[src/rtl/spi_phase_pkg.sv]
package spi_phase_pkg;
    typedef enum logic [2:0] {
        PH_CMD  = 3'd0,
        PH_ADDR = 3'd1,
        PH_WR   = 3'd2,
        PH_DUM  = 3'd3,
        PH_RD   = 3'd4,
        PH_NONE = 3'd5
    } phase_t;

    typedef enum logic [2:0] {
        ST_IDLE,
        ST_SETUP,
        ST_HIGH,
        ST_LOW,
        ST_HOLD,
        ST_DONE
    } state_t;
endpackage

[src/rtl/spi_half_tick.sv]
module spi_half_tick #(
    parameter int CLK_DIV = 4
) (
    input  logic clk,
    input  logic rst_n,
    input  logic run,
    output logic tick
);
    localparam int HALF = (CLK_DIV / 2 < 1) ? 1 : CLK_DIV / 2;
    localparam int CW   = (HALF < 2) ? 1 : $clog2(HALF);

    logic [CW-1:0] cnt;

    always_ff @(posedge clk or negedge rst_n) begin
        if (!rst_n) begin
            cnt <= '0;
        end else if (!run || tick) begin
            cnt <= '0;
        end else begin
            cnt <= cnt + 1'b1;
        end
    end

    assign tick = run && (cnt == CW'(HALF - 1));
endmodule

[src/rtl/spi_cs_decode.sv]
module spi_cs_decode #(
    parameter int NUM_CS = 3,
    parameter int SEL_W  = 2
) (
    input  logic              active,
    input  logic [SEL_W-1:0]  sel,
    output logic [NUM_CS-1:0] cs_n
);
    for (genvar i = 0; i < NUM_CS; i++) begin : g_cs
        assign cs_n[i] = !(active && (sel == SEL_W'(i)));
    end
endmodule

[src/rtl/spi_phase_master.sv]
module spi_phase_master
    import spi_phase_pkg::*;
#(
    parameter int CLK_DIV  = 4,
    parameter int CMD_W    = 16,
    parameter int ADDR_W   = 64,
    parameter int DATA_W   = 32,
    parameter int DUMMY_LW = 8,
    parameter int NUM_CS   = 3,
    localparam int CMD_LW  = $clog2(CMD_W + 1),
    localparam int ADDR_LW = $clog2(ADDR_W + 1),
    localparam int DATA_LW = $clog2(DATA_W + 1),
    localparam int SEL_W   = $clog2(NUM_CS + 1)
) (
    input  logic                clk,
    input  logic                rst_n,
    input  logic                req,
    output logic                busy,
    input  logic [CMD_LW-1:0]   cmd_len,
    input  logic [CMD_W-1:0]    cmd,
    input  logic [ADDR_LW-1:0]  addr_len,
    input  logic [ADDR_W-1:0]   addr,
    input  logic [DATA_LW-1:0]  wr_len,
    input  logic [DATA_W-1:0]   wr_data,
    input  logic [DUMMY_LW-1:0] dummy_len,
    input  logic [DATA_LW-1:0]  rd_len,
    input  logic                full_duplex,
    input  logic [SEL_W-1:0]    dev_sel,
    output logic                sclk,
    output logic                mosi,
    input  logic                miso,
    output logic [NUM_CS-1:0]   cs_n,
    output logic                done,
    output logic [DATA_W-1:0]   rd_data
);
    localparam int LW  = (ADDR_LW > DUMMY_LW) ? ADDR_LW : DUMMY_LW;
    localparam int CIW = $clog2(CMD_W);
    localparam int AIW = $clog2(ADDR_W);
    localparam int DIW = $clog2(DATA_W);

    state_t state, state_nx;
    phase_t ph, ph_first, ph_after;
    logic [LW-1:0] idx;

    logic [CMD_W-1:0]    q_cmd;
    logic [ADDR_W-1:0]   q_addr;
    logic [DATA_W-1:0]   q_wdata;
    logic [CMD_LW-1:0]   q_cmd_len;
    logic [ADDR_LW-1:0]  q_addr_len;
    logic [DATA_LW-1:0]  q_wr_len, q_rd_len, cnt;
    logic [DUMMY_LW-1:0] q_dum_len;
    logic                q_fd;
    logic [SEL_W-1:0]    q_sel;
    logic [DATA_W-1:0]   rx;

    logic [LW-1:0] l_cmd, l_addr, l_wr, l_dum, l_rd;
    logic [4:0]    live;
    logic          tick, cs_active, rise, cap_en, fd_cur;

    function automatic phase_t pick_after(input int p, input logic [4:0] lv);
        phase_t r = PH_NONE;
        for (int i = 4; i >= 0; i--) begin
            if (i > p && lv[i]) r = phase_t'(3'(i));
        end
        return r;
    endfunction

    function automatic logic [LW-1:0] len_sel(input phase_t p,
        input logic [LW-1:0] c, a, w, d, r);
        unique case (p)
            PH_CMD:  return c;
            PH_ADDR: return a;
            PH_WR:   return w;
            PH_DUM:  return d;
            PH_RD:   return r;
            default: return '0;
        endcase
    endfunction

    // Lengths come from the ports while idle, from the latched copy otherwise.
    always_comb begin
        if (state == ST_IDLE) begin
            l_cmd  = LW'(cmd_len);   l_addr = LW'(addr_len);
            l_wr   = LW'(wr_len);    l_dum  = LW'(dummy_len);
            l_rd   = LW'(rd_len);    fd_cur = full_duplex;
        end else begin
            l_cmd  = LW'(q_cmd_len); l_addr = LW'(q_addr_len);
            l_wr   = LW'(q_wr_len);  l_dum  = LW'(q_dum_len);
            l_rd   = LW'(q_rd_len);  fd_cur = q_fd;
        end
        live     = {!fd_cur && l_rd != '0, !fd_cur && l_dum != '0,
                    l_wr != '0, l_addr != '0, l_cmd != '0};
        ph_first = pick_after(-1, live);
        ph_after = pick_after(int'(ph), live);
    end

    spi_half_tick #(.CLK_DIV(CLK_DIV)) u_tick (
        .clk(clk), .rst_n(rst_n), .run(state != ST_IDLE), .tick(tick)
    );

    // State register
    always_ff @(posedge clk or negedge rst_n) begin
        if (!rst_n) state <= ST_IDLE;
        else        state <= state_nx;
    end

    always_comb begin
        state_nx = state;
        unique case (state)
            ST_IDLE:  if (req) state_nx = ST_SETUP;
            ST_SETUP: if (tick) state_nx = (ph == PH_NONE) ? ST_DONE : ST_HIGH;
            ST_HIGH:  if (tick) state_nx = (idx == '0 && ph_after == PH_NONE) ? ST_HOLD : ST_LOW;
            ST_LOW:   if (tick) state_nx = ST_HIGH;
            ST_HOLD:  if (tick) state_nx = ST_DONE;
            ST_DONE:  state_nx = ST_IDLE;
            default:  state_nx = ST_IDLE;
        endcase
    end

    assign rise   = tick && (state == ST_SETUP || state == ST_LOW) && ph != PH_NONE;
    assign cap_en = (ph == PH_RD) || (q_fd && ph == PH_WR);

    // Descriptor latch, phase/bit position and receive shifter
    always_ff @(posedge clk or negedge rst_n) begin
        if (!rst_n) begin
            ph <= PH_NONE; idx <= '0; rx <= '0; cnt <= '0;
            q_cmd <= '0; q_addr <= '0; q_wdata <= '0; q_cmd_len <= '0;
            q_addr_len <= '0; q_wr_len <= '0; q_rd_len <= '0; q_dum_len <= '0;
            q_fd <= 1'b0; q_sel <= '0;
        end else if (state == ST_IDLE) begin
            if (req) begin
                q_cmd <= cmd; q_addr <= addr; q_wdata <= wr_data;
                q_cmd_len <= cmd_len; q_addr_len <= addr_len;
                q_wr_len <= wr_len; q_rd_len <= rd_len; q_dum_len <= dummy_len;
                q_fd <= full_duplex; q_sel <= dev_sel;
                ph  <= ph_first;
                idx <= len_sel(ph_first, l_cmd, l_addr, l_wr, l_dum, l_rd) - 1'b1;
                rx  <= '0;
                cnt <= '0;
            end
        end else begin
            if (rise && cap_en && cnt < q_rd_len) begin
                rx  <= {rx[DATA_W-2:0], miso};
                cnt <= cnt + 1'b1;
            end
            if (state == ST_HIGH && tick) begin
                if (idx != '0) begin
                    idx <= idx - 1'b1;
                end else begin
                    ph  <= ph_after;
                    idx <= len_sel(ph_after, l_cmd, l_addr, l_wr, l_dum, l_rd) - 1'b1;
                end
            end
        end
    end

    // Outputs
    always_comb begin
        busy      = (state != ST_IDLE);
        done      = (state == ST_DONE);
        sclk      = (state == ST_HIGH);
        cs_active = (state == ST_SETUP) || (state == ST_HIGH) ||
                    (state == ST_LOW) || (state == ST_HOLD);
        unique case (ph)
            PH_CMD:  mosi = q_cmd[idx[CIW-1:0]];
            PH_ADDR: mosi = q_addr[idx[AIW-1:0]];
            PH_WR:   mosi = q_wdata[idx[DIW-1:0]];
            default: mosi = 1'b0;
        endcase
        if (!cs_active) mosi = 1'b0;
        rd_data = rx;
    end

    spi_cs_decode #(.NUM_CS(NUM_CS), .SEL_W(SEL_W)) u_cs (
        .active(cs_active), .sel(q_sel), .cs_n(cs_n)
    );

    a_r7_one_select: assert property (@(posedge clk) disable iff (!rst_n)
        $onehot0(~cs_n));
    a_r10_done_single: assert property (@(posedge clk) disable iff (!rst_n)
        done |=> !done);
    a_r10_done_after_release: assert property (@(posedge clk) disable iff (!rst_n)
        done |-> (&cs_n));
    a_r3_mosi_steady_high: assert property (@(posedge clk) disable iff (!rst_n)
        (sclk && $past(sclk)) |-> $stable(mosi));
    a_r9_idle_quiet: assert property (@(posedge clk) disable iff (!rst_n)
        !busy |-> (!sclk && (&cs_n)));
    a_r9_accept: assert property (@(posedge clk) disable iff (!rst_n)
        (!busy && req) |=> busy);
endmodule

[config.mk]
export PLATFORM = sky130hd
export DESIGN_NAME = spi_phase_master
export DESIGN_NICKNAME = d
export VERILOG_FILES = /design/src/rtl/spi_phase_pkg.sv /design/src/rtl/spi_half_tick.sv /design/src/rtl/spi_cs_decode.sv /design/src/rtl/spi_phase_master.sv
export SDC_FILE = /design/constraint.sdc
export NUM_CORES = 1
export LEC_CHECK = 0
export BUFFER_PORTS_ARGS = -buffer_cell sky130_fd_sc_hd__buf_2
export CAP_MARGIN = 30
export CORE_ASPECT_RATIO = 0.9
export CORE_UTILIZATION = 35
export DETAILED_ROUTE_END_ITERATION = 10
export MAX_ROUTING_LAYER = met4
export PLACE_DENSITY_LB_ADDON = 0.15
export SLEW_MARGIN = 40
export SYNTH_ARGS = -nofsm -noshare
export SYNTH_HDL_FRONTEND = slang
export SYNTH_SLANG_ARGS = --single-unit
[constraint.sdc]
create_clock -name clk -period 3.3 [get_ports clk]
set_input_delay 0.99 -clock clk [delete_from_list [all_inputs] [get_ports clk]]
set_output_delay 0.99 -clock clk [all_outputs]
set_load 0.01 [all_outputs]
======== Word-level counts from Yosys, hierarchy flattened ========
Cells that the tools add are included.
cells by class
  add/subtract/negate cells ............... 5
  order comparisons ....................... 8
  equality and inequality tests ........... 27
  muxes and demuxes ....................... 53
  reduce and logical (&&, ||, !) cells .... 48
operators by type and width
  kind                                                                             count
  32-bit two-way mux                                                               3
  8-bit two-way mux                                                                10
  8-bit one-hot mux with 5 select lines                                            2
  3-bit two-way mux                                                                18
  8-bit nonzero test                                                               6
  6-bit two-way mux                                                                5
  8-bit by 1-bit subtractor with 8-bit output (second input constant)              3
  3-bit by 2-bit equality test with 1-bit output (second input constant)           7
  3-bit equality test (second input constant)                                      7
  1-bit logical AND                                                                17
  3-bit one-hot mux with 5 select lines                                            1
  3-bit by 1-bit equality test with 1-bit output (second input constant)           4
  3-bit logical NOT                                                                4
  2-bit inequality test (second input constant)                                    5
  8-bit logical NOT                                                                1
  1-bit two-way mux                                                                8
  6-bit by 7-bit less-than comparator with 1-bit output (second input constant)    1
  7-bit two-way mux                                                                1
  6-bit by 1-bit adder with 6-bit output (second input constant)                   1
  1-bit binary-select mux with 6-bit select                                        1
  2-bit by 3-bit greater-than comparator with 1-bit output (first input constant)  2
  1-bit logical OR                                                                 6
  5-bit by 6-bit less-than comparator with 1-bit output (second input constant)    1
  6-bit less-than comparator                                                       1
  other kinds (19)                                                                 26
word-level totals
  register bits ........................... 200
  bits of input ports ..................... 151
  output and inout port bits .............. 39
  word-level logic and storage cells ...... 157

======== Longest topological paths before layout ========
Gate-level depths: netlist of the first run.
  depth after elaboration ................. 18
  mapped depth ............................ 13
  gate-level depth less buffers ........... 11

======== Cells and area by module ========
From an unflattened synthesis of the first run, not the netlist that was laid out.
second synthesis, totals
  cells, all modules ...................... 1248
  area total of the unflattened synthesis .. 10618.9 µm²
modules (own cells, without submodules)
  module            instances  cells each  area an instance (µm²)  sequential area each (µm²)
  spi_phase_master  1          1242        10553.9                 4982.3
  spi_half_tick     1          3           41.3                    25.0
  spi_cs_decode     1          3           23.8                    0.0

======== Worst setup path after synthesis of the first run ========
OpenSTA, ideal clock, no wires.
  path type ............................... flip-flop to output port
  start point ............................. register idx[0]
  end point ............................... output mosi
  arrival time ............................ 2.507 ns
  data required time ...................... 2.310 ns
  slack ................................... -0.197 ns
  cell stages (with the launch flop) ...... 12
  cells stage by stage .................... dfrtp_1 -> buf_2 -> buf_1 -> buf_2 -> mux2i_1 -> o221ai_1 -> o22ai_1 -> nor3_1 -> a21oi_1 -> a211oi_1 -> a31oi_1 -> nor3_1
on the way
  cells in the longest elaborated chain, start to end .. 4
  elaborated cells on any way between the ends .. 8
  those cells by class .................... mux (8)
RTL lines
  element                                                            RTL line                                                                   RTL
  start, declared                                                    spi_phase_master.sv:43                                                     logic [LW-1:0] idx;
  start signal, assigned                                             spi_phase_master.sv:137                                                    idx <= len_sel(ph_first, l_cmd, l_addr, l_wr, l_dum, l_rd) - 1'b1;
  start signal, assigned                                             spi_phase_master.sv:148                                                    idx <= idx - 1'b1;
  start signal, assigned                                             spi_phase_master.sv:151                                                    idx <= len_sel(ph_after, l_cmd, l_addr, l_wr, l_dum, l_rd) - 1'b1;
  1-bit binary-select mux with 6-bit select (tied with other cells)  spi_phase_master.sv:166                                                    PH_ADDR: mosi = q_addr[idx[AIW-1:0]];
  1-bit two-way mux, on equally long branches                        spi_phase_master.sv:166, spi_phase_master.sv:165, spi_phase_master.sv:167
  1-bit one-hot mux with 3 select lines *                            spi_phase_master.sv:164                                                    unique case (ph)
  1-bit two-way mux *                                                spi_phase_master.sv:170                                                    if (!cs_active) mosi = 1'b0;
  end, declared                                                      spi_phase_master.sv:30                                                     output logic mosi,
Every way passes the cells marked *; elsewhere a longest branch is shown, timed or not. The select of a mux whose other input is x is not followed.

======== Worst setup path after layout of the first run ========
Same ends and word-level chain as after synthesis.

==> impl_metrics.py, run 1 <==
metrics = {
    "min_path": {
        "min_from": "q_cmd[10]",
        "min_path_cells": 2,
        "hold_path.class": "reg -> reg",
    },
    "die": {
        "start_util_pct": 35.8,
        "die-area_um2": 30400,
        "die-height_um": 165,
        "die-width_um": 184,
        "core_area_um2": 29000,
        "io-pin-count": 190,
        "rows": 59,
    },
    "setup_path": {
        "cp.depth": 8,
        "worstPathBufferInverterCount": 2,
        "cp_common_cell": "mux4_2",
        "critPathMaxStageDelay_ns": 0.54,
        "cp_max_fo": 5,
        "crit_arrival_ns": 2.73,
        "reg2reg_from": "state[2]",
        "crit_family": "multiplexers",
        "critical_path_class": "reg -> out",
        "crit_chain": "buf_12, mux4_2, mux4_2, nor2_2, a211oi_2, a31oi_2, nor3_2, buf_2",
        "crit_path_end_kind": "primary output",
        "critPathLaunch": "idx[0]",
        "critPathRequiredTime_ns": 2.31,
        "slowest_stage": "mux4_2",
        "startpoint_type": "flip-flop",
        "worst-r2r-cell-count": 12,
    },
    "timing": {
        "max_freq_ghz": 0.268,
        "setup-violations-final": 1,
        "skew_ns": 0.0108,
        "finalMaxSlewViolations": 0,
        "rsz0062_at_grt": "true",
        "min_period_ns": 3.72,
        "slew_headroom_pct": 47.3,
        "hold_violations": 0,
        "worstMarginPinSlew_ns": 0.783,
        "period_share_pct": 113,
        "final.setup.worst_slack_ns": -0.425,
    },
    "placed_design": {
        "dp_hpwl_um": 23600,
        "place_congestion": 0.935,
        "post-place-ws_ns": -0.272,
        "port_buffers": 189,
    },
    "cells_and_area": {
        "utilization_pct": 45.6,
        "diodes": 0,
        "drive_above_1_share_pct": 27.0,
        "area_growth_pct": 27.3,
        "nets": 1637,
        "fill_cells": 2919,
    },
    "global_routing": {
        "track_usage_pct": 22.8,
        "grt_pass1_wl_um": 51800,
        "grt_pass1_vias": 9246,
        "antenna_found_initial": 0,
        "grt.overflow.total": 0,
        "grt_max_degree": 130,
    },
    "synth": {
        "ys_seq_area_share_pct": 48.2,
        "synth_warnings": 0,
        "syn-cell-area_um2": 10400,
        "synthArstFlopShare_pct": 100,
        "ys.flop_type": "dfrtp_1",
        "synth_top_area_share_pct": 47.7,
        "synth_edf_count": 0,
        "synthesis.nets": 1387,
        "synth.area.top_cells": "dfrtp_1 (48%), nand2_1 (20%), mux4_2 (3.7%), mux2i_1 (3.6%), nand3_1 (2.5%)",
        "synth_top_cell_by_area": "dfrtp_1",
        "ys_types": 75,
        "avgSynthCellArea_um2": 8.45,
        "netlist_instances": 1229,
        "ys_ff_latch": 200,
    },
    "clock_network": {
        "clk_pin_slew_ns": 0.07,
        "clk-insertion-delay-late_ns": 0.45,
        "clock-root-buffer": "clkbuf_16",
        "cts_tree": "done",
        "ctsLongestPathBuffers": 2,
        "htreeDepth": 4,
        "cts_buffers": 17,
        "hold_buffers": 0,
        "cts.sinks": 200,
    },
    "power": {
        "power_density_nw_per_um2": 967,
        "irDropWorstVdd_mv": 0.420,
        "p_leak_uw": 0.00685,
        "p_total_uw": 12800,
    },
    "route": {
        "vias": 9424,
        "drtIter0Drc": 637,
        "postRouteAntennaNets": 0,
        "drc_errors": 0,
        "vias_per_cell": 5.00,
        "wire_per_inst_um": 17.3,
        "finalWirelength_um": 32600,
        "first_pass_iters": 5,
    },
    "job": {
        "maxCapViolCount": 0,
    },
    "status": {
        "violations": "setup timing",
        "run_status": "complete, but fails checks",
    },
}
[tightest hold or removal path, delay by kind of cell, from the launching register on]
family | cells | cell delay, ns
simple gates | 2 | 0.10
flops | 1 | 0.34
[Yosys cell counts (6+ instances only)]
cell type,n
dfrtp_1,198
nand2_1,543
o221ai_1,13
mux4_2,17
nand3_1,51
mux2_2,6
a211oi_1,11
and3_1,8
o22ai_1,8
clkbuf_1,54
ha_1,7
nor2_1,43
inv_1,13
o21ai_0,36
buf_2,15
nor4_1,13
nor3_1,13
or3_1,6
a21o_1,6
mux2i_1,37
a21oi_1,26
[per-layer routing]
layer / wire (µm) / global-route usage (%)
met1: 16000 / 32.1
met5: 0 / -
met2: 14700 / 34.2
met4: 456 / 5.68
met3: 1400 / 3.68
[worst paths after layout]
kind                                     to  slack, ns
worst max-delay path                   mosi      -0.42
worst min-delay path              q_cmd[10]       0.47
worst max register to register       idx[6]       0.13
worst min register to register    q_cmd[10]       0.47
max in group asynchronous       q_wr_len[5]       2.02
min in group asynchronous          q_cmd[0]       0.50
[registers in the layout (all words and copies together) (netlist names), 3 cells and up]
signal / flops
cnt: 6
q_addr: 64
rd_data: 32
q_rd_len: 6
q_wr_len: 6
q_addr_len: 7
ph: 3
q_cmd_len: 5
idx: 8
q_cmd: 16
q_dum_len: 8
q_wdata: 32
state: 3
[cells by family after synthesis]
| kind of cell | Yosys count | share of synthesized area, % |
|---|---|---|
| buffers and inverters | 89 | 3.47 |
| adders and majority gates | 7 | 0.843 |
| DFF | 200 | 48.2 |
| AOI/OAI and AO/OA | 158 | 10.8 |
| and+or+nand+nor | 711 | 28.5 |
| xor gates and xnor gates | 4 | 0.337 |
| muxes | 60 | 7.90 |
[repair_timing]
item                       CTS  global route
cloned                       0             0
buffers inserted             0             1
pin swaps                    3             8
gates resized for setup      8            16
setup endpoints to repair    1             3
[power breakdown]
group	leakage (µW)	internal [µW]	total [µW]	switching [µW]
logic	0.00403	2760	6300	3550
registers	0.00254	3560	4340	786
clock network	0.000284	1110	2150	1040
total	0.00685	7420	12800	5380
[metrics by stage]
stage / setup TNS [ns] / instance area [µm²] / hold WS [ns] / cells
2_1_floorplan: -0.0224 / 10400 / 0.440 / 1229
3_3_place_gp: -1.58 / 12500 / 0.455 / 1856
3_5_place_dp: -1.39 / 12500 / 0.457 / 1856
4_1_cts: -0.443 / 13200 / 0.474 / 1886
5_1_grt: -0.511 / 13200 / 0.497 / 1886
6_report: -0.425 / 13200 / 0.470 / 1886
[cells in the final DEF (no fill, tap or decap), types with 7 or more instances in the layout]
cell type    n
a211oi_1    10
a21oi_1     24
and3_1       7
buf_12       7
buf_2      188
buf_4      107
clkbuf_16   17
dfrtp_1    197
inv_1       13
mux2i_1     35
mux4_2      17
nand2_1    542
nand3_1     51
nor2_1      42
nor3_1      11
nor4_1      11
o21ai_0     34
o221ai_1    10
o22ai_1      7
[area by class of cell]
| cell class | count | area, µm² | share of cell area [%] |
|---|---|---|---|
| Timing Repair Buffer | 306 | 1940 | 14.7 |
| Sequential cell | 200 | 5010 | 37.9 |
| Inverter | 14 | 52.6 | 0.397 |
| Tap cell | 396 | 495 | 3.75 |
| Clock buffer | 19 | 453 | 3.42 |
| Clock inverter | 11 | 134 | 1.01 |
| Multi-Input combinational cell | 940 | 5140 | 38.9 |
No activity file was read; power rests on OpenSTA's default activity.
==> inputs of run 2 (changes only) <==
- REMOVE_ABC_BUFFERS: default -> 1
==> run 2 against run 1 <==
- setup slack better by 0.033 ns
- clock skew up 0.00071 ns
- largest power group unchanged
- the flow still finishes with violations (setup timing)
- die area unchanged
- power up 1.2%
- critical path type unchanged
- maximum frequency rose by 0.91%
==> impl_metrics.py, run 2 (synthesized netlist as in run 1, its figures left out) <==
metrics = {
    "route": {
        "wire_per_inst_um": 17.0,
        "vias_per_cell": 5.03,
        "first_pass_iters": 5,
        "postRouteAntennaNets": 0,
        "finalWirelength_um": 32400,
        "vias": 9555,
        "drtIter0Drc": 645,
        "drc_errors": 0,
    },
    "die": {
        "rows": 59,
        "core_area_um2": 29000,
        "io-pin-count": 190,
        "start_util_pct": 35.8,
        "die-area_um2": 30400,
        "die-height_um": 165,
        "die-width_um": 184,
    },
    "timing": {
        "period_share_pct": 112,
        "slew_headroom_pct": 42.4,
        "final.setup.worst_slack_ns": -0.391,
        "skew_ns": 0.0116,
        "setup-violations-final": 1,
        "min_period_ns": 3.69,
        "worstMarginPinSlew_ns": 0.855,
        "hold_violations": 0,
        "max_freq_ghz": 0.271,
        "finalMaxSlewViolations": 0,
        "rsz0062_at_grt": "true",
    },
    "power": {
        "combinationalPowerShare_pct": 50.5,
        "switching_share_pct": 42.2,
        "power_density_nw_per_um2": 964,
        "irDropWorstVdd_mv": 0.377,
        "seqPwrFrac_pct": 33.4,
        "intPower_uw": 7490,
        "switching_power_uw": 5460,
        "p_clk_share_pct": 16.1,
        "p_leak_uw": 0.00693,
    },
    "placed_design": {
        "dp_hpwl_um": 23300,
        "port_buffers": 189,
        "post-place-ws_ns": -0.354,
        "place_congestion": 0.953,
        "placed_cell_area_um2": 12600,
    },
    "cells_and_area": {
        "nets": 1648,
        "regMostFlops": "q_addr",
        "largest_reg_flops": 64,
        "layout_commonest_cell": "nand2_1",
        "final_cell_mix": "nand2_1 (542), dfrtp_1 (196), buf_2 (188)",
        "design_area_um2": 13400,
        "drive_above_1_share_pct": 28.3,
        "area_growth_pct": 29.2,
    },
    "setup_path": {
        "crit_chain": "buf_12, mux4_2, mux4_2, nor2_4, a211oi_2, a31oi_2, nor3_2, buf_2",
        "slowest_stage": "mux4_2",
        "critPathMaxStageDelay_ns": 0.57,
        "critPathRequiredTime_ns": 2.31,
        "cp_max_fo": 4,
        "worstPathBufferInverterCount": 2,
        "crit_path_end_kind": "primary output",
        "startpoint_type": "flip-flop",
        "crit_arrival_ns": 2.70,
        "crit_family": "multiplexers",
        "critical_path_class": "reg -> out",
        "cp_common_cell": "mux4_2",
    },
    "global_routing": {
        "grt.overflow.total": 0,
        "track_usage_pct": 22.5,
        "grt_pass1_wl_um": 51400,
        "antenna_found_initial": 1,
        "grt_max_degree": 117,
        "grt_pass1_vias": 9362,
    },
    "clock_network": {
        "clk_pin_slew_ns": 0.08,
        "cts_tree": "done",
        "cts.sinks": 200,
        "htreeDepth": 4,
        "clk-insertion-delay-late_ns": 0.44,
        "clock-root-buffer": "clkbuf_16",
        "ctsLongestPathBuffers": 2,
        "cts_buffers": 17,
    },
    "job": {
        "maxCapViolCount": 0,
    },
    "status": {
        "run_status": "complete, but fails checks",
        "violations": "setup timing",
    },
    "min_path": {
        "hold_path.class": "reg -> reg",
    },
}
[run 2: worst min-delay path, stage by stage, from the launching register on]
cell and delay [ns]:
dfrtp_1 0.34, nand2_1 0.05, nand2_1 0.05
[run 2: stage by stage]
step	utilization, %	total power, µW	hold slack (ns)	TNS, ns	std cells
floorplan	-	8020	0.440	-334.47	1154
global placement	43.3	10500	0.454	-1.71	1859
detailed placement	43.4	10500	0.457	-1.82	1860
CTS	45.7	12900	0.476	-0.466	1895
global route	46.3	13900	0.491	-0.491	1900
finish	46.3	12900	0.473	-0.391	1900
[run 2: routing by layer]
metal	share of wire (%)	track usage (%)	up-vias
li1	-	-	4681
met1	50	32.1	4594
met2	44	34.3	245
met3	4.3	3.14	35
met4	1.4	4.66	0
met5	0	-	-
[run 2: path summary, 6_finish.rpt]
path / startpoint / end / slack [ns] / cells after the start
worst min-delay path: q_addr[38] / q_addr[38] / 0.47 / 2
max in group asynchronous: rst_n / q_addr[50] / 2.01 / 2
min in group asynchronous: rst_n / q_cmd[8] / 0.56 / 1
worst max-delay path: idx[0] / mosi / -0.39 / 8
worst min register to register: q_addr[38] / q_addr[38] / 0.47 / 2
worst max register to register: q_dum_len[4] / idx[6] / 0.14 / 11
[run 2: power groups by stage]
stage,logic [µW],registers (µW),clock network [µW]
2_1_floorplan,3660,4360,0
3_3_place_gp,6150,4320,0
3_5_place_dp,6210,4330,0
4_1_cts,6410,4310,2150
5_1_grt,7240,4470,2230
6_report,6540,4320,2080
[run 2: cell type report]
| cell class | count | area, µm² |
|---|---|---|
| antenna | 1 | 2.50 |
| clock buffer | 20 | 467 |
| clock inverter | 12 | 108 |
| fill | 2934 | 15600 |
| inverter | 14 | 52.6 |
| multi-input combinational | 940 | 5190 |
| sequential | 200 | 5010 |
| tap | 396 | 495 |
| timing repair buffer | 317 | 2090 |
[run 2: what timing repair did]
action | in CTS | in global routing
pin swaps | 3 | 21
setup endpoints to repair | 1 | 6
gates cloned | 1 | 1
resized for setup | 13 | 29
hold buffers | 0 | 0
buffers inserted | 2 | 5
==> inputs of run 3 (changes only) <==
- PLACE_DENSITY_LB_ADDON: 0.15 -> default
==> run 3 against run 2 <==
- the flow still finishes with violations (setup timing)
- flip-flop and latch count stayed put
- combinational power fell by 1%
- sequential power is essentially flat
- sequential share of layout area about the same
- critical path depth rose by 3
==> impl_metrics.py, run 3 (synthesized netlist as in run 1, its figures left out) <==
metrics = {
    "status": {
        "run_status": "complete, but fails checks",
        "violations": "setup timing",
    },
    "timing": {
        "hold_violations": 0,
        "worstMarginPinSlew_ns": 0.696,
        "skew_ns": 0.00920,
        "setup-violations-final": 1,
        "worst_hold_slack_ns": 0.473,
        "max_freq_ghz": 0.270,
        "period_share_pct": 112,
        "rsz0062_at_grt": "true",
        "finalMaxSlewViolations": 0,
        "final.setup.worst_slack_ns": -0.397,
        "slew_headroom_pct": 53.1,
        "min_period_ns": 3.70,
    },
    "cells_and_area": {
        "fill_cells": 2867,
        "multi_input_area_um2": 5110,
        "utilization_pct": 46.2,
        "regMostFlops": "q_addr",
        "final_cell_mix": "nand2_1 (542), dfrtp_1 (197), buf_2 (188)",
        "area_growth_pct": 29.1,
        "seq_area_um2": 5010,
        "drive_above_1_share_pct": 27.5,
        "layout_commonest_cell": "nand2_1",
        "largest_reg_flops": 64,
        "nets": 1659,
    },
    "power": {
        "combinationalPowerShare_pct": 50.1,
        "irDropWorstVdd_mv": 0.471,
        "p_total_uw": 12900,
        "p_leak_uw": 0.00698,
        "power_density_nw_per_um2": 959,
        "switching_power_uw": 5360,
        "seqPwrFrac_pct": 33.6,
        "p_clk_share_pct": 16.3,
        "switching_share_pct": 41.6,
        "intPower_uw": 7510,
    },
    "route": {
        "vias_per_cell": 4.97,
        "routed-wl-met3_um": 1480,
        "finalWirelength_um": 31700,
        "dr_wl_met2_um": 14300,
        "vias": 9511,
        "wire_per_inst_um": 16.6,
        "drtIter0Drc": 671,
        "m1WireLength_um": 15500,
        "postRouteAntennaNets": 0,
        "drc_errors": 0,
        "first_pass_iters": 5,
        "top_layer_used": "met4",
    },
    "setup_path": {
        "crit_path_end_kind": "primary output",
        "critPathRequiredTime_ns": 2.31,
        "reg2reg_from": "state[1]",
        "crit_arrival_ns": 2.71,
        "worst-r2r-cell-count": 12,
        "startpoint_type": "flip-flop",
        "critical_path_class": "reg -> out",
        "timing.rr.end": "idx[6]",
        "cp_max_fo": 8,
        "reg2reg_slack_ns": 0.15,
    },
    "min_path": {
        "min_path_cells": 2,
        "whs_endpoint": "q_cmd[14]",
        "min_from": "q_cmd[14]",
        "hold_path.class": "reg -> reg",
    },
    "clock_network": {
        "cts.sinks": 200,
        "cts_tree": "done",
        "htreeDepth": 4,
        "ctsLongestPathBuffers": 2,
        "cts_buffers": 17,
        "clock-root-buffer": "clkbuf_16",
        "clk-insertion-delay-late_ns": 0.45,
        "clk_pin_slew_ns": 0.07,
    },
    "placed_design": {
        "port_buffers": 189,
        "dp_hpwl_um": 23200,
        "place_congestion": 0.975,
        "post-place-ws_ns": -0.448,
    },
    "die": {
        "core_area_um2": 29000,
        "die-area_um2": 30400,
        "rows": 59,
        "die-height_um": 165,
        "start_util_pct": 35.8,
        "die-width_um": 184,
        "io-pin-count": 190,
    },
    "job": {
        "maxCapViolCount": 0,
    },
    "global_routing": {
        "antenna_found_initial": 2,
        "track_usage_pct": 22.3,
        "grt_pass1_vias": 9505,
        "grt_max_degree": 125,
        "grt.overflow.total": 0,
        "grt_pass1_wl_um": 50600,
    },
}
==> run 3: what timing repair did <==
item                       4_1_cts  5_1_grt
pin swaps                       11        7
hold buffers                     0        0
resized for setup               10       13
setup endpoints to repair        1        7
setup buffers                    2        3
==> run 3: worst max-delay path: stages (launching register included) <==
cell	delay [ns]
dfrtp_2	0.42
buf_12	0.16
buf_6	0.11
mux4_2	0.51
o22ai_1	0.19
nor3_1	0.07
a21oi_1	0.22
o21ai_2	0.10
a31oi_1	0.13
buf_4	0.15
nor3_2	0.04
buf_2	0.14
==> run 3: cell type report <==
| class | instances | share of cell area (%) |
|---|---|---|
| Inverter | 14 | 0.411 |
| Antenna cell | 2 | 0.0373 |
| Multi-Input combinational cell | 940 | 38.1 |
| Timing Repair Buffer | 328 | 16.1 |
| Clock inverter | 11 | 0.812 |
| Clock buffer | 21 | 3.51 |
| Tap cell | 396 | 3.70 |
| Sequential cell | 200 | 37.4 |
==> run 3: routing by layer <==
metal | vias to the layer above | track usage [%]
met4 | 0 | 5.04
met2 | 265 | 34.2
met3 | 29 | 4.10
met5 | - | -
met1 | 4506 | 30.7
li1 | 4711 | -
==> run 3: power by group through the flow <==
stage	registers (µW)	clock network, µW	logic (µW)
floorplan	4360	0	3660
finish	4320	2090	6450
global placement	4320	0	6210
CTS	4310	2160	6400
global route	4460	2250	7160
detailed placement	4350	0	6280
==> run 3: how the worst max path moves through the flow <==
stage / startpoint / slack, ns / endpoint / cells after the start
detailed placement: cmd_len[1] / -0.45 / idx[7] / 10
floorplan: state[2] / -1.94 / cnt[5] / 4
finish: idx[0] / -0.40 / mosi / 11
global route: idx[0] / -0.51 / mosi / 11
global placement: cmd_len[1] / -0.40 / idx[6] / 11
CTS: idx[0] / -0.42 / mosi / 9
==> run 3: metrics by stage <==
stage / setup TNS (ns) / cells / area (µm²)
after floorplan: -334.47 / 1154 / 10100
after global placement: -2.44 / 1873 / 12700
after detailed placement: -2.63 / 1873 / 12700
after CTS: -0.417 / 1907 / 13300
after global routing: -0.508 / 1912 / 13400
final: -0.397 / 1912 / 13400
